$ cat src/rtl/irq_ctrl_pkg.sv
`timescale 1ns/1ps
package irq_ctrl_pkg;
    parameter int PC_W = 4;

    typedef struct packed {
        logic gie;
        logic ee_en;
        logic tmr_en;
        logic ext_en;
        logic pc_en;
        logic tmr_f;
        logic ext_f;
        logic pc_f;
        logic ee_f;
    } irq_state_t;
endpackage

$ cat src/rtl/irq_sync.sv
`timescale 1ns/1ps
module irq_sync #(
    parameter int W = 1
) (
    input  logic         clk,
    input  logic         rst_n,
    input  logic [W-1:0] async_i,
    output logic [W-1:0] sync_o
);
    typedef struct packed {
        logic [W-1:0] s1;
        logic [W-1:0] s2;
    } sync_t;

    sync_t sy_d, sy_q;

    always_comb begin
        sy_d.s1 = async_i;
        sy_d.s2 = sy_q.s1;
    end

    always_ff @(posedge clk or negedge rst_n) begin
        if (!rst_n) sy_q <= '0;
        else        sy_q <= sy_d;
    end

    assign sync_o = sy_q.s2;
endmodule

$ cat src/rtl/irq_edge.sv
`timescale 1ns/1ps
module irq_edge #(
    parameter bit RISING = 1'b1
) (
    input  logic clk,
    input  logic rst_n,
    input  logic level_i,
    output logic evt_o
);
    logic prev_d, prev_q;

    always_comb prev_d = level_i;

    always_ff @(posedge clk or negedge rst_n) begin
        if (!rst_n) prev_q <= 1'b0;
        else        prev_q <= prev_d;
    end

    generate
        if (RISING) begin : g_rise
            assign evt_o = level_i & ~prev_q;
        end else begin : g_fall
            assign evt_o = ~level_i & prev_q;
        end
    endgenerate
endmodule

$ cat src/rtl/irq_pchg.sv
`timescale 1ns/1ps
module irq_pchg #(
    parameter int W = 4
) (
    input  logic         clk,
    input  logic         rst_n,
    input  logic [W-1:0] pins_s,
    input  logic [W-1:0] dir_in,
    input  logic         rd_i,
    output logic         mismatch_o
);
    logic [W-1:0] lat_d, lat_q;

    always_comb begin
        lat_d = lat_q;
        if (rd_i) lat_d = pins_s;
    end

    always_ff @(posedge clk or negedge rst_n) begin
        if (!rst_n) lat_q <= '0;
        else        lat_q <= lat_d;
    end

    assign mismatch_o = |((pins_s ^ lat_q) & dir_in);
endmodule

$ cat src/rtl/irq_ctrl.sv
`timescale 1ns/1ps
module irq_ctrl
    import irq_ctrl_pkg::*;
#(
    parameter int          VEC_W    = 13,
    parameter int          VEC_ADDR = 4,
    parameter bit          EXT_RISE = 1'b1
) (
    input  logic             clk,
    input  logic             rst_n,
    input  logic             csr_we,
    input  logic [7:0]       csr_wdata,
    output logic [7:0]       csr_rdata,
    input  logic             tmr_ovf,
    input  logic             ext_pin,
    input  logic [PC_W-1:0]  port_pins,
    input  logic [PC_W-1:0]  port_dir,
    input  logic             port_rd,
    input  logic             ee_done,
    input  logic             ee_flag_clr,
    output logic             ee_flag,
    output logic             irq_req,
    output logic [VEC_W-1:0] irq_vec,
    input  logic             irq_ack,
    input  logic             irq_ret
);
    localparam int SYN_W = PC_W + 1;

    logic [SYN_W-1:0] syn_out;
    logic             ext_evt;
    logic             pc_hit;
    irq_state_t       st_d, st_q;

    irq_sync #(.W(SYN_W)) u_sync (
        .clk     (clk),
        .rst_n   (rst_n),
        .async_i ({ext_pin, port_pins}),
        .sync_o  (syn_out)
    );

    irq_edge #(.RISING(EXT_RISE)) u_edge (
        .clk     (clk),
        .rst_n   (rst_n),
        .level_i (syn_out[SYN_W-1]),
        .evt_o   (ext_evt)
    );

    irq_pchg #(.W(PC_W)) u_pchg (
        .clk        (clk),
        .rst_n      (rst_n),
        .pins_s     (syn_out[PC_W-1:0]),
        .dir_in     (port_dir),
        .rd_i       (port_rd),
        .mismatch_o (pc_hit)
    );

    always_comb begin
        st_d = st_q;
        if (csr_we) begin
            st_d.gie    = csr_wdata[7];
            st_d.ee_en  = csr_wdata[6];
            st_d.tmr_en = csr_wdata[5];
            st_d.ext_en = csr_wdata[4];
            st_d.pc_en  = csr_wdata[3];
            st_d.tmr_f  = st_q.tmr_f & csr_wdata[2];
            st_d.ext_f  = st_q.ext_f & csr_wdata[1];
            st_d.pc_f   = st_q.pc_f  & csr_wdata[0];
        end
        if (irq_ret) st_d.gie = 1'b1;
        if (irq_ack) st_d.gie = 1'b0;
        if (ee_flag_clr) st_d.ee_f = 1'b0;
        if (tmr_ovf) st_d.tmr_f = 1'b1;
        if (ext_evt) st_d.ext_f = 1'b1;
        if (pc_hit)  st_d.pc_f  = 1'b1;
        if (ee_done) st_d.ee_f  = 1'b1;
    end

    always_ff @(posedge clk or negedge rst_n) begin
        if (!rst_n) st_q <= '0;
        else        st_q <= st_d;
    end

    assign csr_rdata = {st_q.gie, st_q.ee_en, st_q.tmr_en, st_q.ext_en,
                        st_q.pc_en, st_q.tmr_f, st_q.ext_f, st_q.pc_f};
    assign ee_flag   = st_q.ee_f;
    assign irq_req   = st_q.gie & |{st_q.ee_en  & st_q.ee_f,
                                    st_q.tmr_en & st_q.tmr_f,
                                    st_q.ext_en & st_q.ext_f,
                                    st_q.pc_en  & st_q.pc_f};
    assign irq_vec   = VEC_W'(VEC_ADDR);
endmodule

$ cat config.mk
export PLATFORM = sky130hd
export DESIGN_NAME = irq_ctrl
export DESIGN_NICKNAME = d
export VERILOG_FILES = /design/src/rtl/irq_ctrl_pkg.sv /design/src/rtl/irq_sync.sv /design/src/rtl/irq_edge.sv /design/src/rtl/irq_pchg.sv /design/src/rtl/irq_ctrl.sv
export SDC_FILE = /design/constraint.sdc
export NUM_CORES = 1
export LEC_CHECK = 0
export BUFFER_PORTS_ARGS = -buffer_cell sky130_fd_sc_hd__buf_2
export CAP_MARGIN = 20
export CORE_UTILIZATION = 43
export CTS_CLUSTER_SIZE = 10
export DETAILED_ROUTE_END_ITERATION = 16
export PLACE_DENSITY = 0.74
export SLEW_MARGIN = 40
export SYNTH_ARGS = -nofsm -noshare
export SYNTH_HDL_FRONTEND = slang
export SYNTH_SLANG_ARGS = --single-unit
$ cat constraint.sdc
create_clock -name clk -period 1.35 [get_ports clk]
set_input_delay 0.2025 -clock clk [delete_from_list [all_inputs] [get_ports clk]]
set_output_delay 0.2025 -clock clk [all_outputs]
set_load 0.1 [all_outputs]
Word-level counts from Yosys, hierarchy flattened
Cells that the tools add are included.

operators by class
  reduce and logical (&&, ||, !) cells = 7
  muxes and demuxes = 8
  bitwise operators = 12

operator list
  operator            count
  bitwise AND 1 bit   9
  two-way mux 8 bit   1
  nonzero test 2 bit  4
  OR reduction 4 bit  2
  two-way mux 1 bit   7
  bitwise AND 4 bit   1
  XOR 4 bit           1
  nonzero test 3 bit  1
  inverter 1 bit      1

word-level totals
  logic and storage cells = 40
  register bits after elaboration = 24
  output and inout port bits = 23
  input port bits = 26

Depth between registers and ports, before layout
  depth in word-level cells = 4
  gate-level depth with buffers = 4
  depth with buffers taken out = 3

By module
A second synthesis with hierarchy kept.

unflattened totals
  cell total of the unflattened synthesis = 70
  area total of the unflattened synthesis = 983.4 um2

by module, submodules not included
  module    seq. area each (um2)  area an instance (um2)  cells each  times used
  irq_ctrl  225.2                 495.5                   43          1
  irq_sync  250.2                 250.2                   10          1
  irq_pchg  100.1                 198.9                   15          1
  irq_edge  25.0                  38.8                    2           1

Worst setup path before layout
OpenSTA, ideal clock, no wires.

  path type = flip-flop to output port
  start point = register st_q (netlist bit csr_rdata[1])
  end point = output port irq_req
  path slack = -1.469 ns
  arrival = 2.616 ns
  cell stages (with the launch flop) = 3
  cells stage by stage = dfrtp_1 -> a22oi_1 -> a21boi_1

between the ends
  word-level cells in the longest chain between the ends = 3

ends and longest elaborated chain
  item                      RTL line        RTL
  start: declaration        irq_ctrl.sv:32  irq_state_t st_d, st_q;
  start signal: assignment  irq_ctrl.sv:80  else st_q <= st_d;
  bitwise AND 1 bit         irq_ctrl.sv:88  st_q.ext_en & st_q.ext_f,
  OR reduction 4 bit        irq_ctrl.sv:86  assign irq_req = st_q.gie & |{st_q.ee_en & st_q.ee_f,
  bitwise AND 1 bit         irq_ctrl.sv:86
  end: declaration          irq_ctrl.sv:22  output logic irq_req,

No other way between the ends.

Final worst setup path
  start point = register st_q (netlist bit csr_rdata[2])
  end point = output port irq_req

between the ends
  word-level cells in the longest chain between the ends = 3

ends and longest elaborated chain
  item                RTL line        RTL
  bitwise AND 1 bit   irq_ctrl.sv:87  st_q.tmr_en & st_q.tmr_f,
  OR reduction 4 bit  irq_ctrl.sv:86
  bitwise AND 1 bit   irq_ctrl.sv:86

No other way between the ends.

==> results_dict.tcl <==
set metrics [dict create \
    status "finished, violations left" \
    violations "negative setup slack" \
    period_share 1.12 \
    switching_power_mw 0.684 \
    power_density_mw_per_mm2 1420 \
    max_slew_margin 0.658 \
    vias 618 \
    drive_above_1_share 0.474 \
    place_inst 129 \
    n_antenna_cell 0 \
    synth_seq_cells 24 \
    r2r-end "csr_rdata[0]" \
    die_w_um 48.7 \
    holdPathEnd "csr_rdata[7]" \
    reg2reg_slack_ns 0.22 \
    holdWs_ns 0.0456 \
    synthesis.area_um2 940 \
    p_comb_frac 0.311 \
    crit_path_start "csr_rdata[2]" \
    final_util 0.677 \
    yosysTopAreaCellShare 0.639 \
    rsz0062_at_grt "true" \
    post_drt_wl_per_cell_um 11.4 \
    critPathKind "register to output port" \
    async_flop_share 1.00 \
    drv_cap 0 \
    r2r_start "u_pchg.lat_q[0]" \
    grt_pass1_wl_um 2630 \
    path_clk_slew_ns 0.12 \
    worstPathCellList "a22oi_2 > a21boi_4 > buf_12" \
    nets 141 \
    worst_pin_slew_ns 0.514 \
    worstHoldStart "irq_ack" \
    grt_pass1_vias 571 \
    cp.required_ns 1.15 \
    worstPathArrival_ns 1.31 \
    initial_utilization 0.469 \
    crit_slowest_cell "dfrtp_4" \
    share_seq_of_total_power 0.428 \
    root_buffer "clkbuf_4" \
    htreeDepth 1 \
    track_usage 0.151 \
    cp_num_buf_inv 1 \
    synth_commonest_cells "24 x dfrtp_1, 13 x buf_4, 7 x mux2_1" \
    ir_drop_mv 0.700 \
    endpoint_kind "output port" \
    cts.path.max_buffers 2 \
    ioPinCount 49 \
    syn_avg_cell_area_um2 13.4 \
    fin_setup_tns_ns -0.166 \
    switching_share 0.355 \
    cts_tree "yes" \
    internal_power_mw 1.24 \
    final_hold_viol_count 0 \
    grt_start_max_net_pins 25 \
    drt-vias-per-instance 4.38 \
    setup_slack_ns -0.166 \
    clock_skew_ns 0.000729 \
    drc_errors 0 \
    syn2layout_area_growth_pct 44.2 \
    ys_top_cells_by_area "dfrtp_1 64%, buf_4 10%, mux2_1 8.4%" \
    die_y_um 48.7 \
    yosys.area.top_type "dfrtp_1" \
    ys_seq_area_frac 0.639 \
    path_max_fanout 2 \
    max_freq_mhz 660 \
    final_cells 141 \
    routed_wl_um 1610 \
    coreArea_mm2 0.00200 \
    drt_iter0_drc 4 \
    max_stage_delay_ns 0.50 \
    port_buffers 35 \
    synth_edf_count 0 \
    placed_area_mm2 0.00118 \
    min_period_ns 1.52 \
    yosys_warnings 0 \
    clkLatencyLatePin_ns 0.30 \
    drv_slew 0 \
    p_clk_frac 0.261 \
    holdPathStages 2 \
    gp_congestion 0.732 \
    cts_made_buffers 3 \
    leakage_nw 0.648 \
    synthesis.instances 70 \
    setup_viol 1 \
    startpoint_type "register" \
    ys_types 20 \
    grt_remaining_overflow 0 \
    yosysMostFrequentCell "dfrtp_1" \
    ff2ff_path_depth 3 \
    clkSinkCount 24 \
    dpl.hpwl_um 1120 \
    antenna_found_initial 0 \
    design_area_mm2 0.00136 \
    hp-class "primary input to register" \
    drt_first_pass_iters 4 \
    synthFlopType "dfrtp_1" \
    critical_path.top_delay_family "flip-flops" \
    dieArea_mm2 0.00238 \
    num_rows 16 \
    postRouteAntennaNets 0 \
]
## layer usage
metal	track usage	part of all wire
met1	0.179	0.38
met2	0.259	0.57
met3	0.0409	0.046
met4	0.0588	0.0081
met5	0	0
## power groups by stage
stage	combinational (mW)	clock (mW)	sequential, mW
2_1_floorplan	0.282	0	1.01
3_3_place_gp	0.542	0	0.835
3_5_place_dp	0.546	0	0.840
4_1_cts	0.593	0.519	0.824
5_1_grt	0.622	0.541	0.833
6_report	0.600	0.503	0.825
## cells by family (layout without fill, tap and decap cells)
kind of cell / after synthesis / in the layout / share of synthesized area
xor+xnor: 4 / 4 / 0.0373
mux: 8 / 8 / 0.0959
other cells: 2 / 13 / 0.00799
buf+inv: 17 / 50 / 0.121
simple gates: 5 / 5 / 0.0266
flops: 24 / 24 / 0.639
compound gates: 10 / 10 / 0.0719
## cells in the final DEF (no fill, tap or decap), drive strengths merged
cell type / n
clkbuf: 4
buf: 36
conb: 13
a211oi: 1
mux2: 8
nand2: 1
inv: 3
dlygate4sd3: 6
nor2b: 1
a21boi: 1
dfrtp: 24
nor2: 1
nand2b: 1
o21ai: 4
nand3: 1
a22oi: 2
a21o: 1
a222oi: 1
bufinv: 1
xor2: 4
## layout make-up
class	count	area (µm²)
Fill cell	155	647
Inverter	3	11.3
Timing Repair Buffer	43	338
Clock buffer	3	22.5
Clock inverter	1	30.0
Sequential cell	24	632
Tap cell	27	33.8
Multi-Input combinational cell	40	288
## how the worst max path moves through the flow
stage                   end  slack [ns]  depth (start not counted)
finish              irq_req       -0.17                          3
floorplan           irq_req       -0.21                          2
detailed placement  irq_req        0.06                          3
global route        irq_req       -0.22                          3
global placement    irq_req        0.06                          3
CTS                 irq_req       -0.18                          3
## per-stage QoR
stage               setup slack [ns]  power, mW
global placement              0.0635       1.38
finish                        -0.166       1.93
floorplan                     -0.206       1.30
CTS                           -0.177       1.94
global route                  -0.221       2.00
detailed placement            0.0633       1.39
## state kept, by name, summed over array words and instances (netlist names)
signal / flops
u_edge.prev_q: 1
ee_flag: 1
u_sync.sy_d: 5
u_sync.sync_o: 5
csr_rdata: 8
u_pchg.lat_q: 4
## repair_timing
action,CTS,global route
endpoints found under the setup margin,6,3
pin swaps,3,0
setup buffers,2,0
endpoints found under the hold margin,29,0
hold buffers,6,0
resized for setup,10,3
Note: power is estimated with default switching activity, not from simulation.
